### config.mk
export PLATFORM = sky130hd
export DESIGN_NAME = ptw2_walker
export DESIGN_NICKNAME = d
export VERILOG_FILES = /design/src/rtl/ptw2_pkg.sv /design/src/rtl/ptw2_vsplit.sv /design/src/rtl/ptw2_eaddr.sv /design/src/rtl/ptw2_pte_dec.sv /design/src/rtl/ptw2_fsm.sv /design/src/rtl/ptw2_walker.sv
export SDC_FILE = /design/constraint.sdc
export NUM_CORES = 1
export LEC_CHECK = 0
export BUFFER_PORTS_ARGS = -buffer_cell sky130_fd_sc_hd__buf_2
export CAP_MARGIN = 20
export CORE_ASPECT_RATIO = 0.6
export CORE_UTILIZATION = 57
export CTS_CLUSTER_SIZE = 14
export DETAILED_ROUTE_END_ITERATION = 6
export GPL_ROUTABILITY_DRIVEN = 0
export GPL_TIMING_DRIVEN = 0
export PLACE_DENSITY = 0.85
export SLEW_MARGIN = 20
export SYNTH_ARGS = -nofsm -noshare
export SYNTH_HDL_FRONTEND = slang
export SYNTH_HIERARCHICAL = 1
export SYNTH_SLANG_ARGS = --single-unit
### constraint.sdc
create_clock -name clk_i -period 4.2 [get_ports clk_i]
set_input_delay 0.63 -clock clk_i [delete_from_list [all_inputs] [get_ports clk_i]]
set_output_delay 0.63 -clock clk_i [all_outputs]
set_load 0.05 [all_outputs]
### src/rtl/ptw2_pkg.sv
package ptw2_pkg;

  typedef enum logic [2:0] {
    ST_IDLE,
    ST_RD_OUTER,
    ST_RD_INNER,
    ST_DONE,
    ST_FAULT
  } walk_st_e;

  typedef enum logic {
    LVL_OUTER = 1'b0,
    LVL_INNER = 1'b1
  } fault_lvl_e;

endpackage

### src/rtl/ptw2_vsplit.sv
module ptw2_vsplit #(
  parameter int OUTER_W = 8,
  parameter int INNER_W = 6,
  parameter int OFF_W   = 10,
  localparam int VA_W   = OUTER_W + INNER_W + OFF_W
) (
  input  logic [VA_W-1:0]    vaddr_i,
  output logic [OUTER_W-1:0] p1_o,
  output logic [INNER_W-1:0] p2_o,
  output logic [OFF_W-1:0]   off_o
);

  assign p1_o  = vaddr_i[VA_W-1 -: OUTER_W];
  assign p2_o  = vaddr_i[OFF_W +: INNER_W];
  assign off_o = vaddr_i[OFF_W-1:0];

endmodule

### src/rtl/ptw2_eaddr.sv
module ptw2_eaddr #(
  parameter int PA_W        = 26,
  parameter int IDX_W       = 8,
  parameter int ENTRY_BYTES = 4
) (
  input  logic [PA_W-1:0]  base_i,
  input  logic [IDX_W-1:0] idx_i,
  output logic [PA_W-1:0]  addr_o
);

  localparam int  ENTRY_SHIFT = $clog2(ENTRY_BYTES);
  localparam bit  POW2        = ((1 << ENTRY_SHIFT) == ENTRY_BYTES);

  logic [PA_W-1:0] idx_ext;
  logic [PA_W-1:0] scaled;

  assign idx_ext = {{(PA_W-IDX_W){1'b0}}, idx_i};

  generate
    if (POW2) begin : g_shift
      assign scaled = idx_ext << ENTRY_SHIFT;
    end else begin : g_mult
      localparam logic [PA_W-1:0] EB = PA_W'(ENTRY_BYTES);
      assign scaled = idx_ext * EB;
    end
  endgenerate

  // wraps modulo 2^PA_W
  assign addr_o = base_i + scaled;

endmodule

### src/rtl/ptw2_pte_dec.sv
module ptw2_pte_dec #(
  parameter int FRAME_W  = 16,
  localparam int ENTRY_W = FRAME_W + 1
) (
  input  logic [ENTRY_W-1:0] entry_i,
  output logic               valid_o,
  output logic [FRAME_W-1:0] frame_o
);

  assign valid_o = entry_i[FRAME_W];
  assign frame_o = entry_i[FRAME_W-1:0];

endmodule

### src/rtl/ptw2_fsm.sv
module ptw2_fsm
  import ptw2_pkg::*;
#(
  parameter int INNER_W = 6,
  parameter int OFF_W   = 10,
  parameter int FRAME_W = 16,
  localparam int PA_W   = FRAME_W + OFF_W
) (
  input  logic               clk_i,
  input  logic               rst_ni,
  input  logic               req_valid_i,
  input  logic [PA_W-1:0]    outer_ea_i,
  input  logic [INNER_W-1:0] p2_i,
  input  logic [OFF_W-1:0]   off_i,
  input  logic [PA_W-1:0]    inner_ea_i,
  input  logic               pte_valid_i,
  input  logic [FRAME_W-1:0] pte_frame_i,
  input  logic               mem_rvalid_i,
  output logic [INNER_W-1:0] p2_o,
  output logic               req_ready_o,
  output logic               resp_valid_o,
  output logic               resp_fault_o,
  output logic               resp_fault_lvl_o,
  output logic [PA_W-1:0]    resp_paddr_o,
  output logic               mem_req_o,
  output logic [PA_W-1:0]    mem_addr_o
);

  walk_st_e           state_q;
  fault_lvl_e         lvl_q;
  logic               mem_req_q;
  logic [PA_W-1:0]    mem_addr_q;
  logic [INNER_W-1:0] p2_q;
  logic [OFF_W-1:0]   off_q;
  logic [PA_W-1:0]    paddr_q;

  always_ff @(posedge clk_i or negedge rst_ni) begin
    if (!rst_ni) begin
      state_q    <= ST_IDLE;
      lvl_q      <= LVL_OUTER;
      mem_req_q  <= 1'b0;
      mem_addr_q <= '0;
      p2_q       <= '0;
      off_q      <= '0;
      paddr_q    <= '0;
    end else begin
      mem_req_q <= 1'b0;
      unique case (state_q)
        ST_IDLE: begin
          if (req_valid_i) begin
            state_q    <= ST_RD_OUTER;
            mem_req_q  <= 1'b1;
            mem_addr_q <= outer_ea_i;
            p2_q       <= p2_i;
            off_q      <= off_i;
            paddr_q    <= '0;
            lvl_q      <= LVL_OUTER;
          end
        end
        ST_RD_OUTER: begin
          if (mem_rvalid_i) begin
            if (pte_valid_i) begin
              state_q    <= ST_RD_INNER;
              mem_req_q  <= 1'b1;
              mem_addr_q <= inner_ea_i;
            end else begin
              state_q <= ST_FAULT;
              lvl_q   <= LVL_OUTER;
            end
          end
        end
        ST_RD_INNER: begin
          if (mem_rvalid_i) begin
            if (pte_valid_i) begin
              state_q <= ST_DONE;
              paddr_q <= {pte_frame_i, off_q};
            end else begin
              state_q <= ST_FAULT;
              lvl_q   <= LVL_INNER;
            end
          end
        end
        ST_DONE, ST_FAULT: state_q <= ST_IDLE;
        default:           state_q <= ST_IDLE;
      endcase
    end
  end

  assign p2_o             = p2_q;
  assign req_ready_o      = (state_q == ST_IDLE);
  assign resp_valid_o     = (state_q == ST_DONE) || (state_q == ST_FAULT);
  assign resp_fault_o     = (state_q == ST_FAULT);
  assign resp_fault_lvl_o = lvl_q;
  assign resp_paddr_o     = paddr_q;
  assign mem_req_o        = mem_req_q;
  assign mem_addr_o       = mem_addr_q;


  accept_chk: assert property (@(posedge clk_i) disable iff (!rst_ni)
    (req_valid_i && req_ready_o) |=> (mem_req_o && !req_ready_o));


  resp_pulse_chk: assert property (@(posedge clk_i) disable iff (!rst_ni)
    resp_valid_o |=> (!resp_valid_o && req_ready_o));


  offset_chk: assert property (@(posedge clk_i) disable iff (!rst_ni)
    (resp_valid_o && !resp_fault_o) |-> (resp_paddr_o[OFF_W-1:0] == off_q));


  fault_zero_chk: assert property (@(posedge clk_i) disable iff (!rst_ni)
    (resp_valid_o && resp_fault_o) |-> (resp_paddr_o == '0));

endmodule

### src/rtl/ptw2_walker.sv
module ptw2_walker #(
  parameter int OUTER_W     = 8,
  parameter int INNER_W     = 6,
  parameter int OFF_W       = 10,
  parameter int FRAME_W     = 16,
  parameter int ENTRY_BYTES = 4,
  localparam int VA_W       = OUTER_W + INNER_W + OFF_W,
  localparam int PA_W       = FRAME_W + OFF_W,
  localparam int ENTRY_W    = FRAME_W + 1
) (
  input  logic               clk_i,
  input  logic               rst_ni,
  input  logic               req_valid_i,
  output logic               req_ready_o,
  input  logic [VA_W-1:0]    req_vaddr_i,
  input  logic [PA_W-1:0]    outer_base_i,
  output logic               resp_valid_o,
  output logic               resp_fault_o,
  output logic               resp_fault_lvl_o,
  output logic [PA_W-1:0]    resp_paddr_o,
  output logic               mem_req_o,
  output logic [PA_W-1:0]    mem_addr_o,
  input  logic               mem_rvalid_i,
  input  logic [ENTRY_W-1:0] mem_rdata_i
);

  logic [OUTER_W-1:0] p1;
  logic [INNER_W-1:0] p2_in;
  logic [INNER_W-1:0] p2_held;
  logic [OFF_W-1:0]   off_in;
  logic [PA_W-1:0]    outer_ea;
  logic [PA_W-1:0]    inner_ea;
  logic [PA_W-1:0]    inner_base;
  logic               pte_valid;
  logic [FRAME_W-1:0] pte_frame;

  ptw2_vsplit #(
    .OUTER_W(OUTER_W), .INNER_W(INNER_W), .OFF_W(OFF_W)
  ) u_split (
    .vaddr_i(req_vaddr_i), .p1_o(p1), .p2_o(p2_in), .off_o(off_in)
  );

  ptw2_eaddr #(
    .PA_W(PA_W), .IDX_W(OUTER_W), .ENTRY_BYTES(ENTRY_BYTES)
  ) u_outer_ea (
    .base_i(outer_base_i), .idx_i(p1), .addr_o(outer_ea)
  );

  ptw2_pte_dec #(
    .FRAME_W(FRAME_W)
  ) u_pte (
    .entry_i(mem_rdata_i), .valid_o(pte_valid), .frame_o(pte_frame)
  );

  // inner table page is frame-aligned
  assign inner_base = {pte_frame, {OFF_W{1'b0}}};

  ptw2_eaddr #(
    .PA_W(PA_W), .IDX_W(INNER_W), .ENTRY_BYTES(ENTRY_BYTES)
  ) u_inner_ea (
    .base_i(inner_base), .idx_i(p2_held), .addr_o(inner_ea)
  );

  ptw2_fsm #(
    .INNER_W(INNER_W), .OFF_W(OFF_W), .FRAME_W(FRAME_W)
  ) u_fsm (
    .clk_i           (clk_i),
    .rst_ni          (rst_ni),
    .req_valid_i     (req_valid_i),
    .outer_ea_i      (outer_ea),
    .p2_i            (p2_in),
    .off_i           (off_in),
    .inner_ea_i      (inner_ea),
    .pte_valid_i     (pte_valid),
    .pte_frame_i     (pte_frame),
    .mem_rvalid_i    (mem_rvalid_i),
    .p2_o            (p2_held),
    .req_ready_o     (req_ready_o),
    .resp_valid_o    (resp_valid_o),
    .resp_fault_o    (resp_fault_o),
    .resp_fault_lvl_o(resp_fault_lvl_o),
    .resp_paddr_o    (resp_paddr_o),
    .mem_req_o       (mem_req_o),
    .mem_addr_o      (mem_addr_o)
  );

  // checker state: one read in flight
  logic rd_open_q;
  always_ff @(posedge clk_i or negedge rst_ni) begin
    if (!rst_ni)            rd_open_q <= 1'b0;
    else if (mem_req_o)     rd_open_q <= 1'b1;
    else if (mem_rvalid_i)  rd_open_q <= 1'b0;
  end


  one_outstanding_chk: assert property (@(posedge clk_i) disable iff (!rst_ni)
    mem_req_o |-> !rd_open_q);


  req_pulse_chk: assert property (@(posedge clk_i) disable iff (!rst_ni)
    mem_req_o |=> !mem_req_o);


  reset_idle_chk: assert property (@(posedge clk_i) disable iff (!rst_ni)
    $rose(rst_ni) |-> (req_ready_o && !resp_valid_o && !mem_req_o));

endmodule

==> key figures <==
Worst setup path
  – Setup crit end: u_fsm/mem_addr_o[14]
  – R2R depth: 5
  – Crit path launch type: input port
  – Reg2reg end: u_fsm/p2_o[4]
  – Crit. Startpoint: outer_base_i[2]
  – CP max FO: 10
  – R2r setup slk: 2120 ps
  – Critical Path AT: 2870 ps
  – Crit Path Category: in2reg
  – WP data required: 4470 ps
  – Critical Path End Type: register
  – Reg2reg start: u_fsm/state_q[0]

GRT
  – Gr usage total: 28.8%
  – Largest net degree at the start of global routing: 48
  – Remaining Overflow, GRT: 0
  – Global-route wire length before repair: 19.7 mm
  – Vias in the first global route: 3,904
  – Initial antenna violation count: 0

Die
  – Full die area: 9120 µm²
  – Total core area: 8160 µm²
  – Row Count: 25
  – Starting density of the core: 60.9%
  – Ports: 128
  – Die width: 123 µm
  – Die Y: 74.4 µm

Timing
  – Relative slew margins: 48.2%
  – Worst Skew: 6.74 ps
  – Worst-margin pin slew: 774 ps
  – Final worst path period share: 62.0%
  – Final setup fails: 0
  – RSZ-0062 raised after global routing: false
  – Max-slew violation count: 0
  – Fin crit period: 2600 ps
  – Max frequency: 0.384 GHz
  – Final Hold Viols: 0
  – Final worst slack: 1600 ps
  – Setup TNS: 0 ps

Synth
  – Synth top area share: 36.7%
  – Unique cell type count in the Yosys netlist: 51
  – Post-Syn Area per Cell: 10.5 µm²
  – Post-synth ARST share: 100%
  – EDFF count, synth: 0
  – Mapped Area: 4970 µm²
  – Synth Area in Simple Gates: 17.7%
  – Synth Area in XOR/XNOR: 7.40%
  – Post-synthesis mux area share: 9.51%
  – Adder-cell share of the synthesized area: 4.33%
  – Ys Warns: 6
  – Post-synthesis sequential area ratio: 36.7%
  – Synth Instances: 472
  – Largest area contributor in the netlist: dfrtp_1
  – Largest family of logic cells by synthesized area: simple AND/OR/NAND/NOR gates
  – Compound-Gate Fraction of Synth Area: 14.2%
  – Seq cells post-synth: 73
  – Primary FF master, synth: dfrtp_1
  – Top post-synthesis cells by area: dfrtp_1, mux2_2, buf_4, xnor2_1, o221a_1

Power
  – Pwr Total: 4.08 mW
  – Sequential power share: 27.6%
  – P_sw: 1.80 mW
  – Switch share: 44.2%
  – Clk pwr share: 22.0%
  – LEAKAGE: 2.80 nW
  – PD cells: 684 nW/µm²
  – Comb pwr share: 50.3%
  – Internal Pwr Total: 2.28 mW
  – Worst VDD drop: 577 µV

Layout
  – Layout cells sized above 1: 37.6%
  – Final net count: 669
  – Final non-filler cell total: 695
  – Design area: 5960 µm²
  – Number of diodes: 0
  – Area growth syn-to-layout: 19.9%

Clocking
  – Clk_lat worst skew: 340 ps
  – H-tree levels: 3
  – Bufs on Longest Clock Path: 2
  – Total CTS buffers: 9
  – CTS Hold Bufs: 0
  – CTS tree: built
  – Clock sink count: 73
  – Post-cts sizing count: 0
  – Clk root buf: clkbuf_16
  – Post-CTS Setup Bufs: 0
  – CTS clk-pin slew, worst paths: 60 ps

Drt
  – Initial drt markers: 372
  – DRC viols: 0
  – Initial DRT Pass Iterations: 5
  – Vias: 4,030
  – Routed WL per cell: 17.7 µm
  – Routed Wire Length: 12.3 mm
  – Final ANT Viol Nets: 0
  – Via/cell ratio: 5.80

Place
  – DP Area: 5610 µm²
  – Placed cell count: 679
  – Dpl hpwl: 9.22 mm
  – Pre-CTS setup slack: 1270 ps
  – Input/output buffers: 84

Outcome
  – Status: finished, final reports clean

Min path
  – Hold Path Class: in2async

Run
  – MaxCap Viol Count: 0
flip-flops by register name, summed over array words and instances, names as in the netlist:
name and cells:
u_fsm/mem_addr_o 26, u_fsm/p2_o 6, u_fsm/resp_fault_lvl_o 1, u_fsm/state_q 3, u_fsm/resp_paddr_o 26, u_fsm/off_q 10
u_fsm/mem_req_o 1
layout make-up:
type                       instances  area [µm²]
clock inverter                     6         114
timing repair buffer              85         450
clock buffer                      10         239
inverter                           5        18.8
fill                             622        2200
tap                              108         135
buffer                            68         484
sequential                        73        1830
multi-input combinational        340        2700
placed cells by master, fill, tap and decap left out, drive strengths merged, types with 12 or more instances in the layout:
cell type  instances
buf              147
dfrtp             73
mux2              42
xnor2             29
nand2b            28
nor2b             27
o221a             26
nand4             16
clkbuf            16
conb              15
ha                14
xor2              13
nand3             12
nand2             12
a21oi             12
cell usage after synthesis (3+ instances only):
cell,number
dfrtp_1,73
buf_4,48
mux2_2,42
xnor2_1,29
nand2b_1,28
nor2b_1,27
o221a_1,20
nand4_1,15
ha_1,14
xor2_1,13
nand2_1,12
nand3_1,12
a21oi_1,11
buf_2,9
nor3_1,9
nor3b_1,9
and3_1,8
o21ai_0,8
a21o_1,6
clkbuf_1,6
nor2_1,6
o221a_2,6
a211oi_1,5
buf_6,5
inv_1,5
o221ai_1,5
and4_1,4
nor4_1,4
o21bai_1,4
o211ai_1,3
critical path, stage by stage:
cell	delay (ps)
buf_2	100
ha_1	230
fa_1	440
a211oi_2	280
nor3_1	140
buf_6	160
or4b_1	490
nand3_1	90
nand2b_1	110
o221a_1	190
cells by family after synthesis:
| group | count (synthesis) |
|---|---|
| muxes | 42 |
| xor gates and xnor gates | 42 |
| other | 1 |
| and+or+nand+nor | 143 |
| DFF | 73 |
| adders and majority gates | 16 |
| AOI/OAI and AO/OA | 82 |
| buffers and inverters | 73 |
power by group through the flow:
stage          Sequential [mW]  Combinational [mW]  Clock [mW]
6_report                  1.13                2.05       0.899
3_5_place_dp              1.14                2.01           0
4_1_cts                   1.13                2.02       0.912
2_1_floorplan             1.72               0.965           0
5_1_grt                   1.16                2.18       0.946
3_3_place_gp              1.12                1.95           0
per-stage QoR:
step | hold slack [ps] | utilization (%)
after floorplan | 334 | -
after detailed placement | 493 | 68.7
after global routing | 230 | 73.1
final | 217 | 73.1
after CTS | 222 | 73.1
after global placement | 481 | 68.4
routing by layer:
metal	wire length (µm)	vias to the layer above	global-route usage, %	share of wire, %
met5	0	-	0	0
met4	115	0	5.42	0.94
met3	1030	16	10.1	8.4
met2	5600	164	45.0	46
met1	5530	1955	39.1	45
li1	-	1895	-	-
worst min-delay path by stage:
stage                     depth (start not counted)  slack [ps]               endpoint           start
final                                             1         220          u_fsm/p2_o[0]          rst_ni
after global routing                              1         230    u_fsm/mem_addr_o[3]          rst_ni
after CTS                                         1         220          u_fsm/p2_o[0]          rst_ni
after detailed placement                          1         490         u_fsm/off_q[2]  u_fsm/off_q[2]
after global placement                            1         480  u_fsm/resp_paddr_o[6]  u_fsm/off_q[6]
after floorplan                                   0         330    u_fsm/mem_addr_o[0]          rst_ni
Power figures use the tool's default switching activity.
